===== src/rtl/clkctl_i2c_regs.sv =====
module clkctl_i2c_regs #(
  parameter logic [6:0] DEV_ADDR = 7'h69,
  parameter logic [7:0] ID_HI    = 8'h98,
  parameter logic [7:0] ID_LO    = 8'h31
) (
  input  logic       clk,
  input  logic       rst_n,
  input  logic       scl_i,
  input  logic       sda_i,
  input  logic [4:0] fs_strap,
  output logic       sda_oe,
  output logic [7:0] en_a,
  output logic [7:0] en_b,
  output logic [7:0] en_c,
  output logic [4:0] en_d,
  output logic [5:0] freq_code,
  output logic       spread_wide,
  output logic       spread_en,
  output logic [2:0] skew_code
);
  typedef enum logic [1:0] {ST_IDLE, ST_RX, ST_TX} st_t;

  localparam int NREG = 8;
  localparam logic [47:0] CFG_RST   = {8'h40, 8'h00, 8'h6E, 8'hFF, 8'hFF, 8'hFF};
  localparam logic [47:0] CFG_WMASK = {8'hF2, 8'hFE, 8'h6E, 8'hFF, 8'hFF, 8'hFF};

  logic [1:0] scl_sy, sda_sy;
  logic       scl_d, sda_d;
  logic [4:0] strap_q;
  logic [5:0][7:0] cfg;
  logic [7:0][7:0] view;
  st_t        state;
  logic [3:0] bitcnt, widx, ridx;
  logic [7:0] shreg, txsh;
  logic       first, rw, mnack;

  wire scl = scl_sy[1];
  wire sda = sda_sy[1];
  wire scl_rise = scl & ~scl_d;
  wire scl_fall = ~scl & scl_d;
  wire start_c  = scl & scl_d & sda_d & ~sda;
  wire stop_c   = scl & scl_d & ~sda_d & sda;
  wire [3:0] ridx_n = (ridx == 4'hF) ? ridx : ridx + 4'd1;

  function automatic logic [7:0] pick(input logic [3:0] i, input logic [63:0] v);
    if (i == 4'd0) return 8'(NREG);
    else if (i <= 4'(NREG)) return v[{i - 4'd1, 3'b000} +: 8];
    else return 8'hFF;
  endfunction

  always_ff @(posedge clk or negedge rst_n)
    if (!rst_n) begin
      scl_sy <= 2'b11; sda_sy <= 2'b11; scl_d <= 1'b1; sda_d <= 1'b1;
    end else begin
      scl_sy <= {scl_sy[0], scl_i}; sda_sy <= {sda_sy[0], sda_i};
      scl_d  <= scl; sda_d <= sda;
    end

  always_ff @(posedge clk)
    if (!rst_n) strap_q <= fs_strap;

  always_comb begin
    view[0] = cfg[0];
    view[1] = cfg[1];
    view[2] = cfg[2];
    view[3] = cfg[3] | {~strap_q[0], 2'b00, ~strap_q[1], 3'b000, ~strap_q[2]};
    view[4] = cfg[4];
    view[5] = cfg[5] | {4'b0000, ~strap_q[3], ~strap_q[4], 2'b00};
    view[6] = ID_HI;
    view[7] = ID_LO;
  end

  always_ff @(posedge clk or negedge rst_n)
    if (!rst_n) begin
      state <= ST_IDLE; bitcnt <= '0; widx <= '0; ridx <= '0;
      shreg <= '0; txsh <= '0; first <= 1'b0; rw <= 1'b0; mnack <= 1'b0;
      sda_oe <= 1'b0; cfg <= CFG_RST;
    end else if (start_c) begin
      state <= ST_RX; bitcnt <= '0; widx <= '0; ridx <= '0;
      first <= 1'b1; sda_oe <= 1'b0;
    end else if (stop_c) begin
      state <= ST_IDLE; sda_oe <= 1'b0;
    end else if (state == ST_RX) begin
      if (scl_rise && bitcnt < 4'd8) begin
        shreg  <= {shreg[6:0], sda};
        bitcnt <= bitcnt + 4'd1;
      end else if (scl_fall && bitcnt == 4'd8) begin
        if (first) begin
          if (shreg[7:1] == DEV_ADDR) begin
            sda_oe <= 1'b1; rw <= shreg[0]; bitcnt <= 4'd9;
          end else state <= ST_IDLE;
        end else begin
          sda_oe <= 1'b1; bitcnt <= 4'd9;
          if (widx >= 4'd2 && widx < 4'd8)
            cfg[widx - 4'd2] <= shreg & CFG_WMASK[{widx - 4'd2, 3'b000} +: 8];
          if (widx != 4'hF) widx <= widx + 4'd1;
        end
      end else if (scl_fall && bitcnt == 4'd9) begin
        bitcnt <= '0; first <= 1'b0;
        if (first && rw) begin
          state  <= ST_TX;
          txsh   <= pick(ridx, view);
          sda_oe <= ~pick(ridx, view)[7];
        end else sda_oe <= 1'b0;
      end
    end else if (state == ST_TX) begin
      if (scl_rise) begin
        if (bitcnt < 4'd8) bitcnt <= bitcnt + 4'd1;
        else if (bitcnt == 4'd8) begin mnack <= sda; bitcnt <= 4'd9; end
      end else if (scl_fall) begin
        if (bitcnt >= 4'd1 && bitcnt <= 4'd7) begin
          txsh <= {txsh[6:0], 1'b0}; sda_oe <= ~txsh[6];
        end else if (bitcnt == 4'd8) sda_oe <= 1'b0;
        else if (bitcnt == 4'd9) begin
          if (mnack) begin state <= ST_IDLE; sda_oe <= 1'b0; end
          else begin
            ridx <= ridx_n; txsh <= pick(ridx_n, view);
            sda_oe <= ~pick(ridx_n, view)[7]; bitcnt <= '0;
          end
        end
      end
    end

  assign en_a        = cfg[0];
  assign en_b        = cfg[1];
  assign en_c        = cfg[2];
  assign en_d        = {cfg[3][6], cfg[3][5], cfg[3][3], cfg[3][2], cfg[3][1]};
  assign freq_code   = cfg[4][3] ? {cfg[4][1], cfg[4][2], cfg[4][7:4]} : {1'b0, strap_q};
  assign spread_wide = cfg[5][7];
  assign skew_code   = cfg[5][6:4];
  assign spread_en   = cfg[5][1];

  AST_TX_NO_WRITE: assert property (@(posedge clk) disable iff (!rst_n)
    (state == ST_TX) |=> $stable(cfg));
  AST_HW_CODE_TOP: assert property (@(posedge clk) disable iff (!rst_n)
    !cfg[4][3] |-> (freq_code[5] == 1'b0));
  AST_STRAP_HOLD: assert property (@(posedge clk) disable iff (!rst_n)
    1'b1 |=> $stable(strap_q));
  AST_IDLE_RELEASE: assert property (@(posedge clk) disable iff (!rst_n)
    (state == ST_IDLE) |-> !sda_oe);
  AST_START_INDEX: assert property (@(posedge clk) disable iff (!rst_n)
    start_c |=> (widx == 4'd0 && ridx == 4'd0));
endmodule


===== config.mk =====
export PLATFORM = sky130hd
export DESIGN_NAME = clkctl_i2c_regs
export DESIGN_NICKNAME = d
export VERILOG_FILES = /design/src/rtl/clkctl_i2c_regs.sv
export SDC_FILE = /design/constraint.sdc
export NUM_CORES = 1
export LEC_CHECK = 0
export CAP_MARGIN = 25
export CORE_MARGIN = 8
export CORE_UTILIZATION = 50
export CTS_BUF_LIST = sky130_fd_sc_hd__clkbuf_2
export CTS_CLUSTER_DIAMETER = 80
export CTS_CLUSTER_SIZE = 14
export DETAILED_ROUTE_END_ITERATION = 6
export GPL_ROUTABILITY_DRIVEN = 0
export PLACE_DENSITY = 0.7
export SLEW_MARGIN = 10
export SYNTH_ARGS = -nofsm -noshare
export SYNTH_HDL_FRONTEND = slang
export SYNTH_SLANG_ARGS = --single-unit

===== constraint.sdc =====
create_clock -name clk -period 3.4 [get_ports clk]
set_input_delay 0.51 -clock clk [delete_from_list [all_inputs] [get_ports clk]]
set_output_delay 0.51 -clock clk [all_outputs]
set_load 0.05 [all_outputs]

# Yosys cells after proc, flatten, opt, wreduce, memory -nomap -nowiden
# Cells that the tools add are included.
word_totals:
  regBits: 92
  latchBits: 0
  mem_bits_rw: 0
  mem_bits_ro: 0
  in_bits: 9
  out_inout_bits: 41
  word_cells: 246
  n_memories: 0
classes:
  addsub: 6
  mul: 0
  n_div: 0
  magnitude_cmp: 9
  eq_ne: 38
  n_shift: 3
  mux: 103
  bitwise: 28
  reduce_logical: 38
op_table:
  columns: ["cell", "n"]
  rows:
  - ["2-to-1 mux 8 bit", 22]
  - ["2-to-1 mux 4 bit", 35]
  - ["variable part select 64 x 8 -> 8 bit", 2]
  - ["bitwise mux 48 bit", 1]
  - ["variable part select 48 x 8 -> 8 bit (first input constant)", 1]
  - ["2-to-1 mux 7 bit", 5]
  - ["2-to-1 mux 2 bit", 16]
  - ["AND reduction 7 bit", 4]
  - ["demux 8 bit (select 3 bit)", 1]
  - ["!= test 4 bit (second input constant)", 6]
  - ["AND reduction 12 bit", 2]
  - ["nonzero test 4 bit", 6]
  - ["2-to-1 mux 1 bit", 22]
  - ["NOT 1 bit", 18]
  - ["nonzero test 2 bit", 9]
  - ["!= test 2 bit (second input constant)", 8]
  - ["adder 4 x 1 -> 4 bit (second input constant)", 3]
  - ["equality test 4 bit (second input constant)", 3]
  - ["less-than comparator 4 bit (second input constant)", 3]
  - ["!= test 2 x 1 -> 1 bit (second input constant)", 6]
  - ["!= test 6 x 5 -> 1 bit (second input constant)", 2]
  - ["!= test 5 x 3 -> 1 bit (second input constant)", 2]
  - ["!= test 5 bit (second input constant)", 2]
  - ["AND reduction 10 bit", 1]
  - ["27 further kinds", 45]

# Longest topological paths before layout
logic_depth:
  ltp_word: 27
  ltp_mapped: 12
  depth_no_buf: 8

# Worst setup path after synthesis
# No wires, ideal clock.
synth_timing:
  kind: "register -> register"
  startpoint: "register ridx[0]"
  endpoint: "register txsh[0]"
  setup_ns: 0.082
  arrival_time_ns: 2.905
  t_required_ns: 3.318
  path_slack_ns: 0.413
  path_stages_with_launch: 13
  n_path_buf: 4
  period_less_slack_ns: 2.987
  path_cell_list: "dfrtp_1 buf_2 inv_1 buf_1 ha_1 clkbuf_1 inv_1 clkbuf_1 mux2i_1 mux4_2 a211oi_1 o21ai_1 a31oi_1"
synth_via:
  elab_chain_len: 14
  elab_cells_between_ends: 27
  cone_classes: "add/sub: 3; order compare: 2; eq/ne: 1; shift: 2; mux: 17; reduce/logical: 2"
synth_rtl:
  columns: ["element", "line_no", "text"]
  rows:
  - ["start, declared", "33", "logic [3:0] bitcnt, widx, ridx;"]
  - ["start signal, assigned", "117", "ridx <= ridx_n; txsh <= pick(ridx_n, view);"]
  - ["adder 4 x 1 -> 4 bit / equality test 4 bit (equally long branches)", "43", "wire [3:0] ridx_n = (ridx == 4'hF) ? ridx : ridx + 4'd1;"]
  - ["2-to-1 mux 4 bit", "43", null]
  - ["subtractor 4 x 1 -> 4 bit", "47", "else if (i <= 4'(NREG)) return v[{i - 4'd1, 3'b000} +: 8];"]
  - ["variable part select 64 x 8 -> 8 bit", null, null]
  - ["2-to-1 mux 8 bit", "47", null]
  - ["2-to-1 mux 8 bit", "46", "if (i == 4'd0) return 8'(NREG);"]
  - ["2-to-1 mux 8 bit", "115", "if (mnack) begin state <= ST_IDLE; sda_oe <= 1'b0; end"]
  - ["2-to-1 mux 8 bit", null, null]
  - ["2-to-1 mux 8 bit", "113", "end else if (bitcnt == 4'd8) sda_oe <= 1'b0;"]
  - ["2-to-1 mux 7 bit", "111", "if (bitcnt >= 4'd1 && bitcnt <= 4'd7) begin"]
  - ["2-to-1 mux 7 bit", "110", "end else if (scl_fall) begin"]
  - ["2-to-1 mux 7 bit", "107", "if (scl_rise) begin"]
  - ["2-to-1 mux 7 bit", "106", "end else if (state == ST_TX) begin"]
  - ["2-to-1 mux 7 bit (*)", "83", "end else if (state == ST_RX) begin"]
  - ["end signal, assigned", "102", "txsh <= pick(ridx, view);"]
  - ["end signal, assigned", "112", "txsh <= {txsh[6:0], 1'b0}; sda_oe <= ~txsh[6];"]
  - ["end signal, assigned", "117", null]
  - ["end, declared", "34", "logic [7:0] shreg, txsh;"]
# Mark *: on every way between the ends. The rest lies on a longest branch, timed or not. The select of a mux whose other input is x is not followed.
# A chain may end at the register's enable or synchronous reset.

# Final worst setup path
layout_timing:
  startpoint: "register ridx[1]"
  endpoint: "register txsh[3]"
# Same word-level chain as after synthesis.

==> results.toml <==
[grt]
track_usage = 0.2001
grt_pass1_wl_um = 28350
grt_max_degree = 55
grt_pass1_vias = 5173
antenna_found_initial = 0
gr-total-overflow = 0

[worst_setup_path]
crit_fanout = 25
arrival_ns = 3.52
critPathRequiredTime_ns = 3.94
r2r-start = "ridx[1]"
critical_path_class = "reg -> reg"
crit_start = "ridx[1]"
crit_path_end_kind = "flop"
start_kind = "flop"

[layout]
final_nets = 678
num_antenna_cells = 0
area_growth_syn_to_layout_pct = 7.774
drive_above_1_share = 0.2339

[detailed_routing]
drtAntennaViolNets = 0
drt_pass1_iterations = 5
drt-total-wl_um = 17450
routedWlPerCell_um = 21.02
wl_met1_um = 7746
drc = 0
wl_met2_um = 7976
vias = 5198
wl_met3_um = 1254
drtIter0Drc = 544
top_layer = "met4"
viasPerCell = 6.263

[logic_synthesis]
ys_seq_area_frac = 0.3552
synth_flop_cell = "dfrtp_1"
synthCells = 649
ys_seq_elements = 92
syn_area_um2 = 6679
synth-async-reset-ratio = 0.9457
synth_compound_area_frac = 0.1457
synth-xor-area-share = 0.003934
yosys_warnings = 0
post_synth_and_or_nand_nor_area_fraction = 0.1667
synth_top_family_by_area = "multiplexers"
synth_edf_count = 5
muxShareOfSynthArea = 0.2124
syn_nets = 678
synth-adder-area-share = 0.03747
syn_area_per_cell_um2 = 10.29
yosysUniqueCellTypes = 76

[floorplanning]
io_pins = 50
fp.dieW_um = 131.6
die_h_um = 131.6
core_area_um2 = 13140
dieArea_um2 = 17310
initial_utilization = 0.5084
core.rowCount = 42

[clock_tree]
htreeDepth = 3
clk-insertion-delay-late_ns = 0.60
cts_tree = "yes"
cts.sinks = 92
numCtsBuffers = 9
cts_buffer_depth = 2
path_clk_slew_ns = 0.27
cts-root-buf = "clkbuf_2"
post_cts_buffers = 0

[sta]
timing.slew.headroom = 0.3563
fmax_mhz = 335.0
rsz0062_at_grt = "false"
tightestPinTransition_ns = 0.9655
setup_ws_ns = 0.4147
setup_viol = 0
drv_slew = 0
period_needed_ns = 2.985
fin_crit_sh = 0.8780
hold_viol = 0
fin_skew_ns = 0.03300
setup_tns_ns = 0

[placed_design]
pre_cts_ws_ns = 0.4947
post-dp-hpwl_um = 12960
io_buffers = 49

[job]
maxCapViolCount = 0

[pwr]
p_leak_nw = 3.094
peakVddDrop_v = 0.0002686
powerDensity_nw_per_um2 = 485.0

[outcome]
status = "complete, no violations"

[worst_hold_path]
hold_class = "in -> reg"
hold_start = "scl_i"
-- Yosys cell counts, types with 6 or more instances --
| master | instances | share of area |
|---|---|---|
| and2_1 | 8 | 0.0075 |
| dfrtp_1 | 51 | 0.19 |
| nand2_4 | 6 | 0.010 |
| nor3_1 | 8 | 0.0060 |
| buf_1 | 7 | 0.0039 |
| a22o_1 | 7 | 0.0092 |
| o22ai_1 | 6 | 0.0056 |
| mux4_2 | 13 | 0.044 |
| a21oi_1 | 18 | 0.013 |
| nand2_1 | 34 | 0.019 |
| clkbuf_1 | 24 | 0.013 |
| inv_1 | 30 | 0.017 |
| nand2b_1 | 19 | 0.018 |
| buf_4 | 33 | 0.037 |
| a221oi_1 | 7 | 0.0092 |
| o21ai_0 | 29 | 0.022 |
| a31oi_1 | 13 | 0.012 |
| nand3_1 | 21 | 0.016 |
| mux2_2 | 16 | 0.027 |
| mux2_4 | 45 | 0.10 |
| ha_1 | 20 | 0.037 |
| dfstp_2 | 36 | 0.14 |
| mux2i_1 | 27 | 0.040 |
| nor2_1 | 46 | 0.026 |
| nor2b_1 | 11 | 0.010 |
-- power breakdown --
part / internal [mW] / total (mW) / switching [mW] / leakage [nW]
combinational: 0.592 / 1.57 / 0.976 / 1.90
sequential: 1.18 / 1.28 / 0.106 / 1.12
clock: 0.247 / 0.640 / 0.393 / 0.0805
total: 2.02 / 3.49 / 1.47 / 3.09
-- state kept, by name (all words and copies together) (netlist names), 2 cells and up --
register / cells
bitcnt: 4
en_d: 5
strap_q: 5
sda_sy: 2
cfg: 14
state: 2
en_a: 8
shreg: 8
widx: 4
en_b: 8
skew_code: 3
txsh: 7
en_c: 8
scl_sy: 2
ridx: 4
-- area by class of cell --
type                            count  area (um2)
Fill cell                        1174        5939
Multi-Input combinational cell    456        3782
Sequential cell                    92        2374
Timing Repair Buffer               60       573.1
Tap cell                          176       220.2
Inverter                           30       112.6
Clock inverter                      6       86.33
Clock buffer                       10       50.05
-- timing repair --
item / CTS / global route
hold endpoints to repair: 33 / 0
hold buffers: 1 / 0
gates resized for setup: 0 / 0
-- layout by cell type (no fill, tap or decap), types with 16 or more instances in the layout --
master            n
dfrtp_1          50
clkdlybuf4s50_1  48
nor2_1           46
mux2_4           45
dfstp_2          36
nand2_1          34
inv_1            30
o21ai_0          29
mux2i_1          27
nand3_1          21
ha_1             20
nand2b_1         19
a21oi_1          18
mux2_2           16
-- worst max-delay path, cell delays in order (launching register included) --
cell and delay, ns:
dfrtp_1 0.49, buf_4 0.21, ha_1 0.69, a31oi_1 0.38
mux2i_1 0.40, o2111ai_1 0.17, a221oi_1 0.40, o22a_1 0.20
-- worst paths after layout --
kind                                   to  slack, ns  cells after the start
worst min register to register  sda_sy[1]       0.33                      0
worst min-delay path            scl_sy[0]       0.27                      1
min in group asynchronous         widx[0]       0.40                      2
worst max-delay path              txsh[3]       0.41                      7
worst max register to register    txsh[3]       0.41                      7
max in group asynchronous         en_d[4]       2.00                      3
-- layer usage --
metal	vias up	track usage
li1	2364	-
met1	2555	0.2700
met2	241	0.3095
met3	38	0.04230
met4	0	0.07403
met5	-	0
-- through the flow --
stage / instance area, um2 / power, mW / hold slack [ns] / utilization / std cells
6_report: 7198 / 3.491 / 0.2721 / 0.5479 / 830
5_1_grt: 7198 / 3.686 / 0.2441 / 0.5479 / 830
4_1_cts: 7198 / 3.465 / 0.2585 / 0.5479 / 830
3_5_place_dp: 7052 / 2.827 / 0.3472 / 0.5368 / 813
3_3_place_gp: 7052 / 2.809 / 0.3457 / 0.5368 / 813
2_1_floorplan: 6679 / 2.446 / 0.2144 / - / 649
-- kinds of logic after synthesis --
kind of cell	after synthesis
adder cells (fa/ha/maj)	20
multiplexers	101
XOR/XNOR	3
flip-flops	92
AO/OA/AOI/OAI	140
buffers and inverters	101
AND/OR/NAND/NOR	192
(Power assumes the default switching activity.)
